## src/rtl/lpiso_pkg.sv

```systemverilog
package lpiso_pkg;
  localparam int unsigned LPISO_W = 8;

  typedef enum logic {
    MODE_XFER  = 1'b0,
    MODE_SHIFT = 1'b1
  } chain_mode_e;
endpackage

```

## src/rtl/strobe_rise.sv

```systemverilog
module strobe_rise (
  input  logic clk,
  input  logic rst,
  input  logic stb,
  output logic rise
);
  logic stb_q;

  always_ff @(posedge clk) begin
    if (rst) stb_q <= 1'b0;
    else     stb_q <= stb;
  end

  assign rise = stb & ~stb_q;

  // a held strobe produces no second edge
  AST_HELD_ONE_EDGE: assert property (@(posedge clk) disable iff (rst)
    rise |=> !rise);
endmodule

```

## src/rtl/hold_latch.sv

```systemverilog
module hold_latch #(
  parameter int unsigned W = lpiso_pkg::LPISO_W
) (
  input  logic         clk,
  input  logic         rst,
  input  logic         cap,
  input  logic [W-1:0] d,
  output logic [W-1:0] q
);
  always_ff @(posedge clk) begin
    if (rst)      q <= '0;
    else if (cap) q <= d;
  end

  AST_LATCH_HOLD: assert property (@(posedge clk) disable iff (rst)
    !cap |=> $stable(q));
endmodule

```

## src/rtl/stage_chain.sv

```systemverilog
module stage_chain
  import lpiso_pkg::*;
#(
  parameter int unsigned W = LPISO_W
) (
  input  logic         clk,
  input  logic         rst,
  input  chain_mode_e  mode,
  input  logic         cap_rise,
  input  logic         shift_rise,
  input  logic         ser_in,
  input  logic [W-1:0] par_in,
  input  logic [W-1:0] hold_q,
  output logic [W-1:0] stages
);
  logic [W-1:0] nxt;

  // shift path: stage 0 takes the serial input, the rest take their neighbour
  assign nxt[0] = ser_in;
  for (genvar k = 1; k < W; k++) begin : g_link
    assign nxt[k] = stages[k-1];
  end

  always_ff @(posedge clk) begin
    if (rst) begin
      stages <= '0;
    end else if (mode == MODE_XFER) begin
      stages <= cap_rise ? par_in : hold_q;
    end else if (shift_rise) begin
      stages <= nxt;
    end
  end

  AST_SHIFT_HOLD: assert property (@(posedge clk) disable iff (rst)
    (mode == MODE_SHIFT && !shift_rise) |=> $stable(stages));
endmodule

```

## src/rtl/latched_piso.sv

```systemverilog
module latched_piso
  import lpiso_pkg::*;
#(
  parameter int unsigned W = LPISO_W
) (
  input  logic         clk,
  input  logic         rst,
  input  logic [W-1:0] par_in,
  input  logic         cap_stb,
  input  logic         shift_stb,
  input  logic         shift_mode,
  input  logic         ser_in,
  input  logic         out_en_n,
  output logic         ser_out,
  output logic         ser_oe
);
  logic         cap_rise;
  logic         shift_rise;
  logic [W-1:0] hold_q;
  logic [W-1:0] chain_q;
  chain_mode_e  mode;

  assign mode = chain_mode_e'(shift_mode);

  strobe_rise u_cap_edge (
    .clk (clk), .rst (rst), .stb (cap_stb), .rise (cap_rise)
  );

  strobe_rise u_shift_edge (
    .clk (clk), .rst (rst), .stb (shift_stb), .rise (shift_rise)
  );

  hold_latch #(.W(W)) u_hold (
    .clk (clk), .rst (rst), .cap (cap_rise), .d (par_in), .q (hold_q)
  );

  stage_chain #(.W(W)) u_chain (
    .clk        (clk),
    .rst        (rst),
    .mode       (mode),
    .cap_rise   (cap_rise),
    .shift_rise (shift_rise),
    .ser_in     (ser_in),
    .par_in     (par_in),
    .hold_q     (hold_q),
    .stages     (chain_q)
  );

  assign ser_out = chain_q[W-1];
  assign ser_oe  = ~out_en_n;

  AST_XFER_TRACK: assert property (@(posedge clk) disable iff (rst)
    (!shift_mode && !cap_rise) |=> (ser_out == $past(hold_q[W-1])));
  AST_XFER_NEW: assert property (@(posedge clk) disable iff (rst)
    (!shift_mode && cap_rise) |=> (ser_out == $past(par_in[W-1])));
  AST_SHIFT_MOVE: assert property (@(posedge clk) disable iff (rst)
    (shift_mode && shift_rise) |=> (ser_out == $past(chain_q[W-2])));
endmodule

```

## config.mk

```make
export PLATFORM = sky130hd
export DESIGN_NAME = latched_piso
export DESIGN_NICKNAME = d
export VERILOG_FILES = /design/src/rtl/lpiso_pkg.sv /design/src/rtl/strobe_rise.sv /design/src/rtl/hold_latch.sv /design/src/rtl/stage_chain.sv /design/src/rtl/latched_piso.sv
export SDC_FILE = /design/constraint.sdc
export NUM_CORES = 1
export LEC_CHECK = 0
export BUFFER_PORTS_ARGS = -buffer_cell sky130_fd_sc_hd__buf_4
export CAP_MARGIN = 10
export CORE_MARGIN = 2
export CORE_UTILIZATION = 50
export CTS_CLUSTER_DIAMETER = 120
export DETAILED_ROUTE_END_ITERATION = 10
export PLACE_DENSITY = 0.71
export SLEW_MARGIN = 20
export SYNTH_ARGS = -nofsm -noshare
export SYNTH_HDL_FRONTEND = slang
export SYNTH_HIERARCHICAL = 1
export SYNTH_SLANG_ARGS = --single-unit
```

## constraint.sdc

```tcl
create_clock -name clk -period 2.3 [get_ports clk]
set_clock_uncertainty 0.2 [all_clocks]
set_input_delay 0.23 -clock clk [delete_from_list [all_inputs] [get_ports clk]]
set_output_delay 0.23 -clock clk [all_outputs]
set_load 0.1 [all_outputs]
```

**Word-level counts from Yosys, hierarchy flattened**

Cells that the tools add are included.

- Word-level logic and storage cells: 13
- Output and inout port bits: 2
- Bits in registers: 18
- Bits of input ports: 15

- Bitwise operators: 5
- Muxes and demuxes: 3
- Equality and inequality tests: 1

Operators by type and width:

| cell | count |
|---|---|
| $mux 8 | 3 |
| $not 1->1 | 3 |
| $and 1x1->1 | 2 |
| $ne 2x1->1 const B | 1 |

**Longest topological paths before layout**

Gate-level depths: netlist (run 1).

- Depth in word-level cells: 4
- Mapped depth: 4
- Mapped depth without buffers: 3

**Cells and area by module**

Netlist (run 1), hierarchy kept.

Modules (own cells, without submodules):

| module | area an instance (um2) | sequential area each (um2) | instances | cells each |
|---|---|---|---|---|
| stage_chain | 405.4 | 160.2 | 1 | 38 |
| hold_latch | 285.3 | 160.2 | 1 | 26 |
| strobe_rise | 47.5 | 20.0 | 2 | 3 |
| latched_piso | 3.8 | 0.0 | 1 | 1 |

**Worst setup path after synthesis (run 1)**

No wires, ideal clock.

- Path type: register -> register
- Start: register u_chain/stages[7] (netlist name)
- End: register u_chain.stages[7]
- Setup time: 0.076 ns
- Clock period less this slack: 1.509 ns
- Buffers on the path: 0
- Data required time: 2.024 ns
- Arrival: 1.233 ns
- Stages on the path, launching flop included: 3
- Setup slack: 0.791 ns
- Cells stage by stage: dfxtp_1 mux2i_1 o22ai_1

RTL lines:

| item | RTL line | text |
|---|---|---|
| end signal: assignment | stage_chain.sv:28 | `stages <= cap_rise ? par_in : hold_q;` |
| end signal: assignment | stage_chain.sv:30 | `stages <= nxt;` |
| end: declaration | stage_chain.sv:14 | `output logic [W-1:0] stages` |

**Final worst setup path (run 1)**

- Start: input port cap_stb
- End: register u_chain.stages[2]

- Cells in the longest elaborated chain, start to end: 3

Ends and longest elaborated chain:

| item | RTL line | text |
|---|---|---|
| start: declaration | latched_piso.sv:9 | `input logic cap_stb,` |
| $and 1x1->1 | strobe_rise.sv:14 | `assign rise = stb & ~stb_q;` |
| net cap_rise | latched_piso.sv:17 | `logic cap_rise;` |
| $mux 8 | stage_chain.sv:28 |  |
| $mux 8 | stage_chain.sv:27 | `end else if (mode == MODE_XFER) begin` |

The timed path passes the listed nets, and every way through them passes these cells.
A chain may end at the register's enable or synchronous reset.

==> impl_metrics.env, run 1 <==
export IMPL_slowest_delay_ps=520
export IMPL_drtPass1Iterations=4
export IMPL_required_ps=2280
export IMPL_ff2ff_setup_slack_ps=810
export IMPL_hpwlAfterDp_um=952.5
export IMPL_max_slew_margin_pct=64.13
export IMPL_finalHoldViolCount=0
export IMPL_clk_pin_slew_ps=110
export IMPL_synth_area_leader_cell="dfxtp_1"
export IMPL_numPortBuffers=16
export IMPL_fin_nets=112
export IMPL_max_vdd_ir_drop_mv=0.3227
export IMPL_final_cells=112
export IMPL_hold_start="par_in[1]"
export IMPL_max_cap_violations=0
export IMPL_min_delay_path_depth=3
export IMPL_tns_ps=0
export IMPL_synth_seq_area_share_pct=45.64
export IMPL_design_die_area_um2=1913
export IMPL_cts_path_max_buffers=2
export IMPL_wl_mm=1.288
export IMPL_finalInstanceArea_um2=1040
export IMPL_syn_area_um2=789.5
export IMPL_path_delay_family="buffers and inverters"
export IMPL_setup_viol=0
export IMPL_placed_cell_area_um2=893.4
export IMPL_post_drt_via_cell_ratio=4.848
export IMPL_drive_gt1_share_pct=25.00
export IMPL_vias=543
export IMPL_crit_chain="dlygate4sd3_1 -> buf_4 -> nor2b_4 -> mux2i_1 -> o22ai_1"
export IMPL_diodes=0
export IMPL_cts_tree="yes"
export IMPL_io_pins=17
export IMPL_htreeDepth=1
export IMPL_critical_path_max_fanout=16
export IMPL_r2r_start="u_cap_edge/stb_q"
export IMPL_timing_rr_end="u_chain/stages[2]"
export IMPL_clkLatencyLatePin_ps=290
export IMPL_fin_crit_sh_pct=75.50
export IMPL_ff2ff_path_depth=3
export IMPL_grt_overflow=0
export IMPL_synth_seq_cells=18
export IMPL_cts_resized=0
export IMPL_period_needed_ps=1736
export IMPL_place_congestion=0.6958
export IMPL_drv_slew=0
export IMPL_cp_num_buf_inv=2
export IMPL_grt_usage_pct=16.29
export IMPL_cts_buffers=3
export IMPL_synthCells=71
export IMPL_postLayoutCoreUtil_pct=69.83
export IMPL_grt_pass1_wl_mm=2.277
export IMPL_post_place_ws_ps=784.1
export IMPL_drt_iter0_drc=5
export IMPL_grt_max_degree=17
export IMPL_row_count=14
export IMPL_die_y_um=43.74
export IMPL_synthesis_nets=86
export IMPL_status="completed"
export IMPL_whs_endpoint="u_hold/q[1]"
export IMPL_coreArea_um2=1489
export IMPL_synth_area_top_cells="dfxtp_1 (46%), mux2i_1 (30%), nor2b_4 (7.0%)"
export IMPL_end_kind="register"
export IMPL_p_per_area_nw_per_um2=625.4
export IMPL_die_w_um=43.74
export IMPL_synth_top_area_share_pct=45.64
export IMPL_synth_area_per_cell_um2=11.12
export IMPL_cts_sinks=18
export IMPL_yosysWarnings=6
export IMPL_worst_slack_ps=563.5
export IMPL_antenna_found_initial=0
export IMPL_crit_type="input port to register"
export IMPL_cts_setup_buffers=0
export IMPL_cp_arrival_ps=1710
export IMPL_initial_utilization_pct=53.03
export IMPL_route_detailed_drc=0
export IMPL_syn2layout_area_growth_pct=31.70
export IMPL_start_kind="input port"
export IMPL_rsz0062_at_grt="false"
export IMPL_worst_pin_slew_ps=537.0
export IMPL_detail_route_antenna_nets=0
export IMPL_yosys_cell_types_count=13
export IMPL_dp_cells=97
export IMPL_wl_per_cell_um=11.50
export IMPL_grt_pass1_vias=549
export IMPL_p_leak_nw=0.4656
export IMPL_clock_fmax_mhz=575.9
export IMPL_cts_root_buf="clkbuf_4"
export IMPL_cp_slowest_cell="dlygate4sd3_1"
export IMPL_hold_class="input port to register"
==> tightest hold or removal path, cell delays in order <==
cell,delay [ps]
buf_4,90
mux2i_1,70
nor2_1,80
==> through the flow <==
step / hold slack (ps) / total power [mW]
floorplan: 94.28 / 0.4231
global placement: 256.4 / 0.4499
detailed placement: 266.5 / 0.4526
CTS: 6.549 / 0.6590
global route: 16.80 / 0.6834
finish: 10.61 / 0.6503
==> cell type report <==
type,instances,area (um^2)
Inverter,1,3.754
Clock buffer,4,36.28
Multi-Input combinational cell,46,389.1
Fill cell,114,449.2
Tap cell,16,20.02
Sequential cell,18,360.3
Timing Repair Buffer,27,230.2
==> synthesized netlist by cell type <==
cell and number:
buf_1 1, buf_2 2, buf_4 1, buf_6 1
clkbuf_1 1, dfxtp_1 18, inv_1 1, mux2i_1 24
nor2_1 8, nor2b_4 4, o22ai_1 8, or2_1 1
or2b_1 1
==> timing repair <==
item	CTS	global route
endpoints found under the hold margin	9	0
endpoints found under the setup margin	0	0
hold buffers	11	0
==> flip-flops by register name, indices dropped and copies added, names as in the netlist <==
signal	flops
u_chain/stages	8
u_shift_edge/stb_q	1
u_cap_edge/stb_q	1
u_hold/q	8
==> power breakdown <==
group	switching, mW	internal (mW)	total [mW]
sequential	0.00920	0.330	0.339
combinational	0.0559	0.0641	0.120
clock	0.0947	0.0963	0.191
total	0.160	0.490	0.650
==> kinds of logic (layout without fill, tap and decap cells) <==
kind of cell	after synthesis	after routing	share of synthesized area, %
buffers and inverters	7	32	5.070
AOI/OAI and AO/OA	8	8	6.339
DFF	18	18	45.64
and+or+nand+nor	14	14	12.52
muxes	24	24	30.43
==> metal layers <==
metal	wire, um	vias up	track usage (%)
li1	-	299	-
met1	673	234	21.05
met2	549	8	25.88
met3	47	2	2.500
met4	17	0	9.091
met5	0	-	0
==> placed cells by master, fill, tap and decap left out <==
cell,instances
or2b_1,1
or2_1,1
clkbuf_4,3
mux2i_1,24
nor2b_4,4
o22ai_1,8
clkbuf_8,1
buf_4,16
nor2_1,8
inv_1,1
dfxtp_1,18
dlygate4sd3_1,11
==> worst max-delay path by stage <==
| stage | from | endpoint | slack, ps | depth (start not counted) |
|---|---|---|---|---|
| finish | cap_stb | u_chain/stages[2] | 560 | 5 |
| global route | cap_stb | u_chain/stages[2] | 480 | 5 |
| CTS | cap_stb | u_chain/stages[2] | 550 | 5 |
| detailed placement | cap_stb | u_chain/stages[2] | 780 | 4 |
| global placement | cap_stb | u_chain/stages[7] | 790 | 4 |
| floorplan | u_chain/stages[7] | u_chain/stages[7] | 790 | 2 |
(Power assumes the default switching activity.)
==> inputs of run 2 (changes only) <==
==> constraint.sdc (replaced) <==
create_clock -name clk -period 1.78 [get_ports clk]
set_clock_uncertainty 0.2 [all_clocks]
set_input_delay 0.178 -clock clk [delete_from_list [all_inputs] [get_ports clk]]
set_output_delay 0.178 -clock clk [all_outputs]
set_load 0.1 [all_outputs]
==> run 2 against run 1 <==
Compared with the run above:
- final cell count increased by 3.6%
- total power increased by 31%
- sequential power increased by 29%
- critical path depth increased by 1
- clock power increased by 31%
- worst hold slack improved by 130 ps
- sequential cell count unchanged
- die area unchanged
- global-route usage increased by 1.3 points
==> impl_metrics.env, run 2 (synthesis gave the netlist of run 1 again) <==
export IMPL_status="completed"
export IMPL_end_kind="register"
export IMPL_clock_fmax_mhz=624.5
export IMPL_hold_class="input port to register"
export IMPL_wl_per_cell_um=11.67
export IMPL_rsz0062_at_grt="false"
export IMPL_cts_buffers=3
export IMPL_max_slew_margin_pct=81.22
export IMPL_wl_met3_um=39
export IMPL_worst_pin_slew_ps=281.1
export IMPL_diodes=0
export IMPL_max_cap_violations=0
export IMPL_critical_path_max_fanout=16
export IMPL_row_count=14
export IMPL_required_ps=1760
export IMPL_die_y_um=43.74
export IMPL_switchingPower_mw=0.2114
export IMPL_p_comb_share_pct=19.2
export IMPL_drive_gt1_share_pct=25.00
export IMPL_power_frac_seq_pct=51.5
export IMPL_p_clk_share_pct=29.3
export IMPL_fin_nets=116
export IMPL_clkLatencyLatePin_ps=290
export IMPL_htreeDepth=1
export IMPL_grt_overflow=0
export IMPL_vias=582
export IMPL_cts_sinks=18
export IMPL_cts_path_max_buffers=2
export IMPL_grt_usage_pct=17.58
export IMPL_route_detailed_drc=0
export IMPL_cp_arrival_ps=1580
export IMPL_io_pins=17
export IMPL_cts_setup_buffers=0
export IMPL_p_leak_nw=0.4831
export IMPL_place_congestion=0.6403
export IMPL_hold_buffers=14
export IMPL_wl_mm=1.354
export IMPL_cts_tree="yes"
export IMPL_holdWs_ps=137.8
export IMPL_clk_pin_slew_ps=100
export IMPL_fin_crit_sh_pct=89.95
export IMPL_ff2ff_path_depth=4
export IMPL_met2_length_um=646
export IMPL_coreArea_um2=1489
export IMPL_p_int_mw=0.6399
export IMPL_placed_cell_area_um2=900.9
export IMPL_hpwlAfterDp_um=929.4
export IMPL_drtPass1Iterations=4
export IMPL_grt_max_degree=17
export IMPL_period_needed_ps=1601
export IMPL_grt_pass1_vias=588
export IMPL_setup_viol=0
export IMPL_reg_top3="u_chain/stages (8), u_hold/q (8)"
export IMPL_layout_commonest_cell="mux2i_1"
export IMPL_swShare_pct=24.83
export IMPL_die_w_um=43.74
export IMPL_max_vdd_ir_drop_mv=0.5368
export IMPL_detail_route_antenna_nets=0
export IMPL_final_cell_mix="mux2i_1 (24), dfxtp_1 (18), buf_4 (17)"
export IMPL_fillers=125
export IMPL_highest_layer="met4"
export IMPL_p_per_area_nw_per_um2=790.2
export IMPL_finalHoldViolCount=0
export IMPL_cts_resized=0
export IMPL_wl_met1_um=653
export IMPL_crit_type="input port to register"
export IMPL_tns_ps=0
export IMPL_numPortBuffers=16
export IMPL_finalInstanceArea_um2=1077
export IMPL_min_delay_path_depth=3
export IMPL_antenna_found_initial=0
export IMPL_cts_root_buf="clkbuf_4"
export IMPL_design_die_area_um2=1913
export IMPL_drt_iter0_drc=2
export IMPL_initial_utilization_pct=53.03
export IMPL_syn2layout_area_growth_pct=36.45
export IMPL_grt_pass1_wl_mm=2.463
export IMPL_drv_slew=0
export IMPL_start_kind="input port"
export IMPL_power_mw=0.8512
export IMPL_post_drt_via_cell_ratio=5.017
run 2: final timing paths:
path / start / endpoint / slack (ps)
max: cap_stb / u_chain/stages[0] / 180
min: shift_mode / u_chain/stages[3] / 140
max reg2reg: u_cap_edge/stb_q / u_chain/stages[0] / 390
min reg2reg: u_hold/q[0] / u_hold/q[0] / 300
run 2: critical path, cell delays in order:
cell and delay, ps:
dlygate4sd3_1 530, buf_4 110, nor2b_4 120, buf_4 270
mux2i_1 270, o22ai_1 110
run 2: stage by stage:
step,instances,setup slack (ps),utilization [%]
4_1_cts,116,219.6,72.35
3_3_place_gp,98,450.4,60.50
2_1_floorplan,71,271.3,-
5_1_grt,116,134.6,72.35
3_5_place_dp,98,435.9,60.50
6_report,116,178.8,72.35
run 2: area by class of cell:
type / instances / area, um^2 / area share (%)
flip-flops and latches: 18 / 360.3 / 33.45
inverters: 1 / 3.754 / 0.3484
clock buffers: 4 / 36.28 / 3.368
well taps: 16 / 20.02 / 1.858
multi-input cells: 46 / 389.1 / 36.12
repair buffers: 31 / 267.8 / 24.85
run 2: power groups by stage:
stage	sequential, mW	clock (mW)	combinational (mW)
after detailed placement	0.447	0	0.139
after global routing	0.441	0.272	0.178
after floorplan	0.454	0	0.0924
final	0.438	0.250	0.163
after global placement	0.447	0	0.136
after CTS	0.438	0.256	0.163
run 2: metal layers:
metal	GRT usage, %	vias up
li1	-	306
met1	22.40	264
met2	27.06	10
met3	5.000	2
met4	9.091	0
met5	0	-
==> inputs of run 3 (changes only) <==
--- a/config.mk
+++ b/config.mk
@@ -11,6 +11,7 @@
 export CORE_UTILIZATION = 50
 export CTS_CLUSTER_DIAMETER = 120
 export DETAILED_ROUTE_END_ITERATION = 10
+export GPL_ROUTABILITY_DRIVEN = 1
 export PLACE_DENSITY = 0.71
 export SLEW_MARGIN = 20
 export SYNTH_ARGS = -nofsm -noshare
==> constraint.sdc (replaced) <==
create_clock -name clk -period 1.6 [get_ports clk]
set_clock_uncertainty 0.2 [all_clocks]
set_input_delay 0.16 -clock clk [delete_from_list [all_inputs] [get_ports clk]]
set_output_delay 0.16 -clock clk [all_outputs]
set_load 0.1 [all_outputs]
==> run 3 against run 2 <==
Compared with the run above:
- wire length rose by 16%
- count of clock-buffer cells in the layout did not move
- worst hold slack got worse by 20 ps
- total power rose by 13%
- global-route usage rose by 0.86 points
- largest power group unchanged
- utilization rose by 0.84 points
==> impl_metrics.env, run 3 (synthesis gave the netlist of run 1 again) <==
export IMPL_final_cells=116
export IMPL_clock_fmax_mhz=658.1
export IMPL_period_needed_ps=1520
export IMPL_critPathCapture="u_cap_edge/stb_q"
export IMPL_coreArea_um2=1489
export IMPL_r2r_start="u_cap_edge/stb_q"
export IMPL_critical_path_max_fanout=2
export IMPL_crit_type="input port to register"
export IMPL_wl_mm=1.567
export IMPL_grt_pass1_vias=620
export IMPL_multi_input_area_um2=389.1
export IMPL_route_detailed_drc=0
export IMPL_clkLatencyLatePin_ps=290
export IMPL_required_ps=1580
export IMPL_grt_overflow=0
export IMPL_place_congestion=0.6926
export IMPL_fin_crit_sh_pct=94.97
export IMPL_clk_pin_slew_ps=110
export IMPL_grt_use_met3_pct=3.750
export IMPL_drt_iter0_drc=13
export IMPL_hpwlAfterDp_um=966.2
export IMPL_die_w_um=43.74
export IMPL_cts_resized=0
export IMPL_start_kind="input port"
export IMPL_rsz0062_at_grt="false"
export IMPL_regArea_um2=360.3
export IMPL_critPathLaunch="cap_stb"
export IMPL_drv_slew=0
export IMPL_placed_cell_area_um2=913.4
export IMPL_numPortBuffers=16
export IMPL_htreeDepth=1
export IMPL_timing_rr_end="u_chain/stages[1]"
export IMPL_grt_most_used_layer="met2"
export IMPL_finalHoldViolCount=0
export IMPL_ff2ff_setup_slack_ps=300
export IMPL_fillers=113
export IMPL_fin_nets=116
export IMPL_row_count=14
export IMPL_reg_top3="u_chain/stages (8), u_hold/q (8)"
export IMPL_status="completed"
export IMPL_cts_tree="yes"
export IMPL_grt_pass1_wl_mm=2.608
export IMPL_cp_arrival_ps=1500
export IMPL_cts_buffers=3
export IMPL_ff2ff_path_depth=4
export IMPL_post_drt_via_cell_ratio=5.310
export IMPL_max_cap_violations=0
export IMPL_cts_sinks=18
export IMPL_drtPass1Iterations=4
export IMPL_syn2layout_area_growth_pct=38.04
export IMPL_antenna_found_initial=0
export IMPL_diodes=0
export IMPL_grt_use_met1_pct=23.10
export IMPL_p_leak_nw=0.4872
export IMPL_grt_usage_pct=18.43
export IMPL_grt_max_degree=17
export IMPL_postLayoutCoreUtil_pct=73.19
export IMPL_max_slew_margin_pct=80.46
export IMPL_hold_class="input port to register"
export IMPL_setup_viol=0
export IMPL_die_y_um=43.74
export IMPL_max_vdd_ir_drop_mv=0.5242
export IMPL_final_cell_mix="mux2i_1 (24), dfxtp_1 (18), buf_4 (16)"
export IMPL_cts_root_buf="clkbuf_4"
export IMPL_worst_pin_slew_ps=292.4
export IMPL_grtUsageMet2_pct=31.76
export IMPL_vias=616
export IMPL_tns_ps=0
export IMPL_layout_commonest_cell="mux2i_1"
export IMPL_io_pins=17
export IMPL_design_die_area_um2=1913
export IMPL_wl_per_cell_um=13.51
export IMPL_initial_utilization_pct=53.03
export IMPL_cts_path_max_buffers=2
export IMPL_p_per_area_nw_per_um2=880.7
export IMPL_end_kind="register"
export IMPL_dp_cells=98
export IMPL_detail_route_antenna_nets=0
export IMPL_finalInstanceArea_um2=1090
export IMPL_drive_gt1_share_pct=25.00
## run 3: changes by cell type in the layout (fill, tap and decap cells not counted)
cell	before	now
buf_4	17	16
buf_12	0	1
## run 3: report_power, final
group / leakage (nW) / internal, mW / switching, mW
clock: 0.0210 / 0.139 / 0.143
sequential: 0.148 / 0.475 / 0.0136
combinational: 0.318 / 0.103 / 0.0873
total: 0.487 / 0.716 / 0.244
## run 3: metrics by stage
stage / power, mW / setup slack [ps] / hold slack (ps)
2_1_floorplan: 0.6082 / 91.33 / 24.28
3_3_place_gp: 0.6541 / 341.1 / 190.0
3_5_place_dp: 0.6588 / 333.6 / 195.7
4_1_cts: 0.9623 / 99.95 / 116.2
5_1_grt: 1.001 / 58.38 / 141.4
6_report: 0.9598 / 80.48 / 118.0
## run 3: critical path, stage by stage
cell	delay, ps
dlygate4sd3_1	540
buf_4	140
nor2b_4	110
dlygate4sd3_1	550
## run 3: layout make-up
cell class | instances | area share (%)
Timing Repair Buffer | 31 | 25.72
Sequential cell | 18 | 33.07
Inverter | 1 | 0.3444
Multi-Input combinational cell | 46 | 35.71
Tap cell | 16 | 1.837
Clock buffer | 4 | 3.329
## run 3: layer usage
metal	share of wire, %	wire (um)
met1	46	725
met2	50	787
met5	0	0
met3	3.4	54
met4	0	0
## run 3: repair_timing
action	in CTS	in global routing
endpoints found under the hold margin	18	0
setup buffers	0	0
endpoints found under the setup margin	0	0
hold buffers	14	0
## run 3: worst min-delay path by stage
stage | start | end | slack, ps | cells after the start
floorplan | rst | u_cap_edge/stb_q | 20 | 1
global placement | shift_stb | u_shift_edge/stb_q | 190 | 2
detailed placement | shift_stb | u_shift_edge/stb_q | 200 | 2
CTS | shift_mode | u_chain/stages[2] | 120 | 3
global route | shift_mode | u_chain/stages[5] | 140 | 3
finish | shift_mode | u_chain/stages[2] | 120 | 3
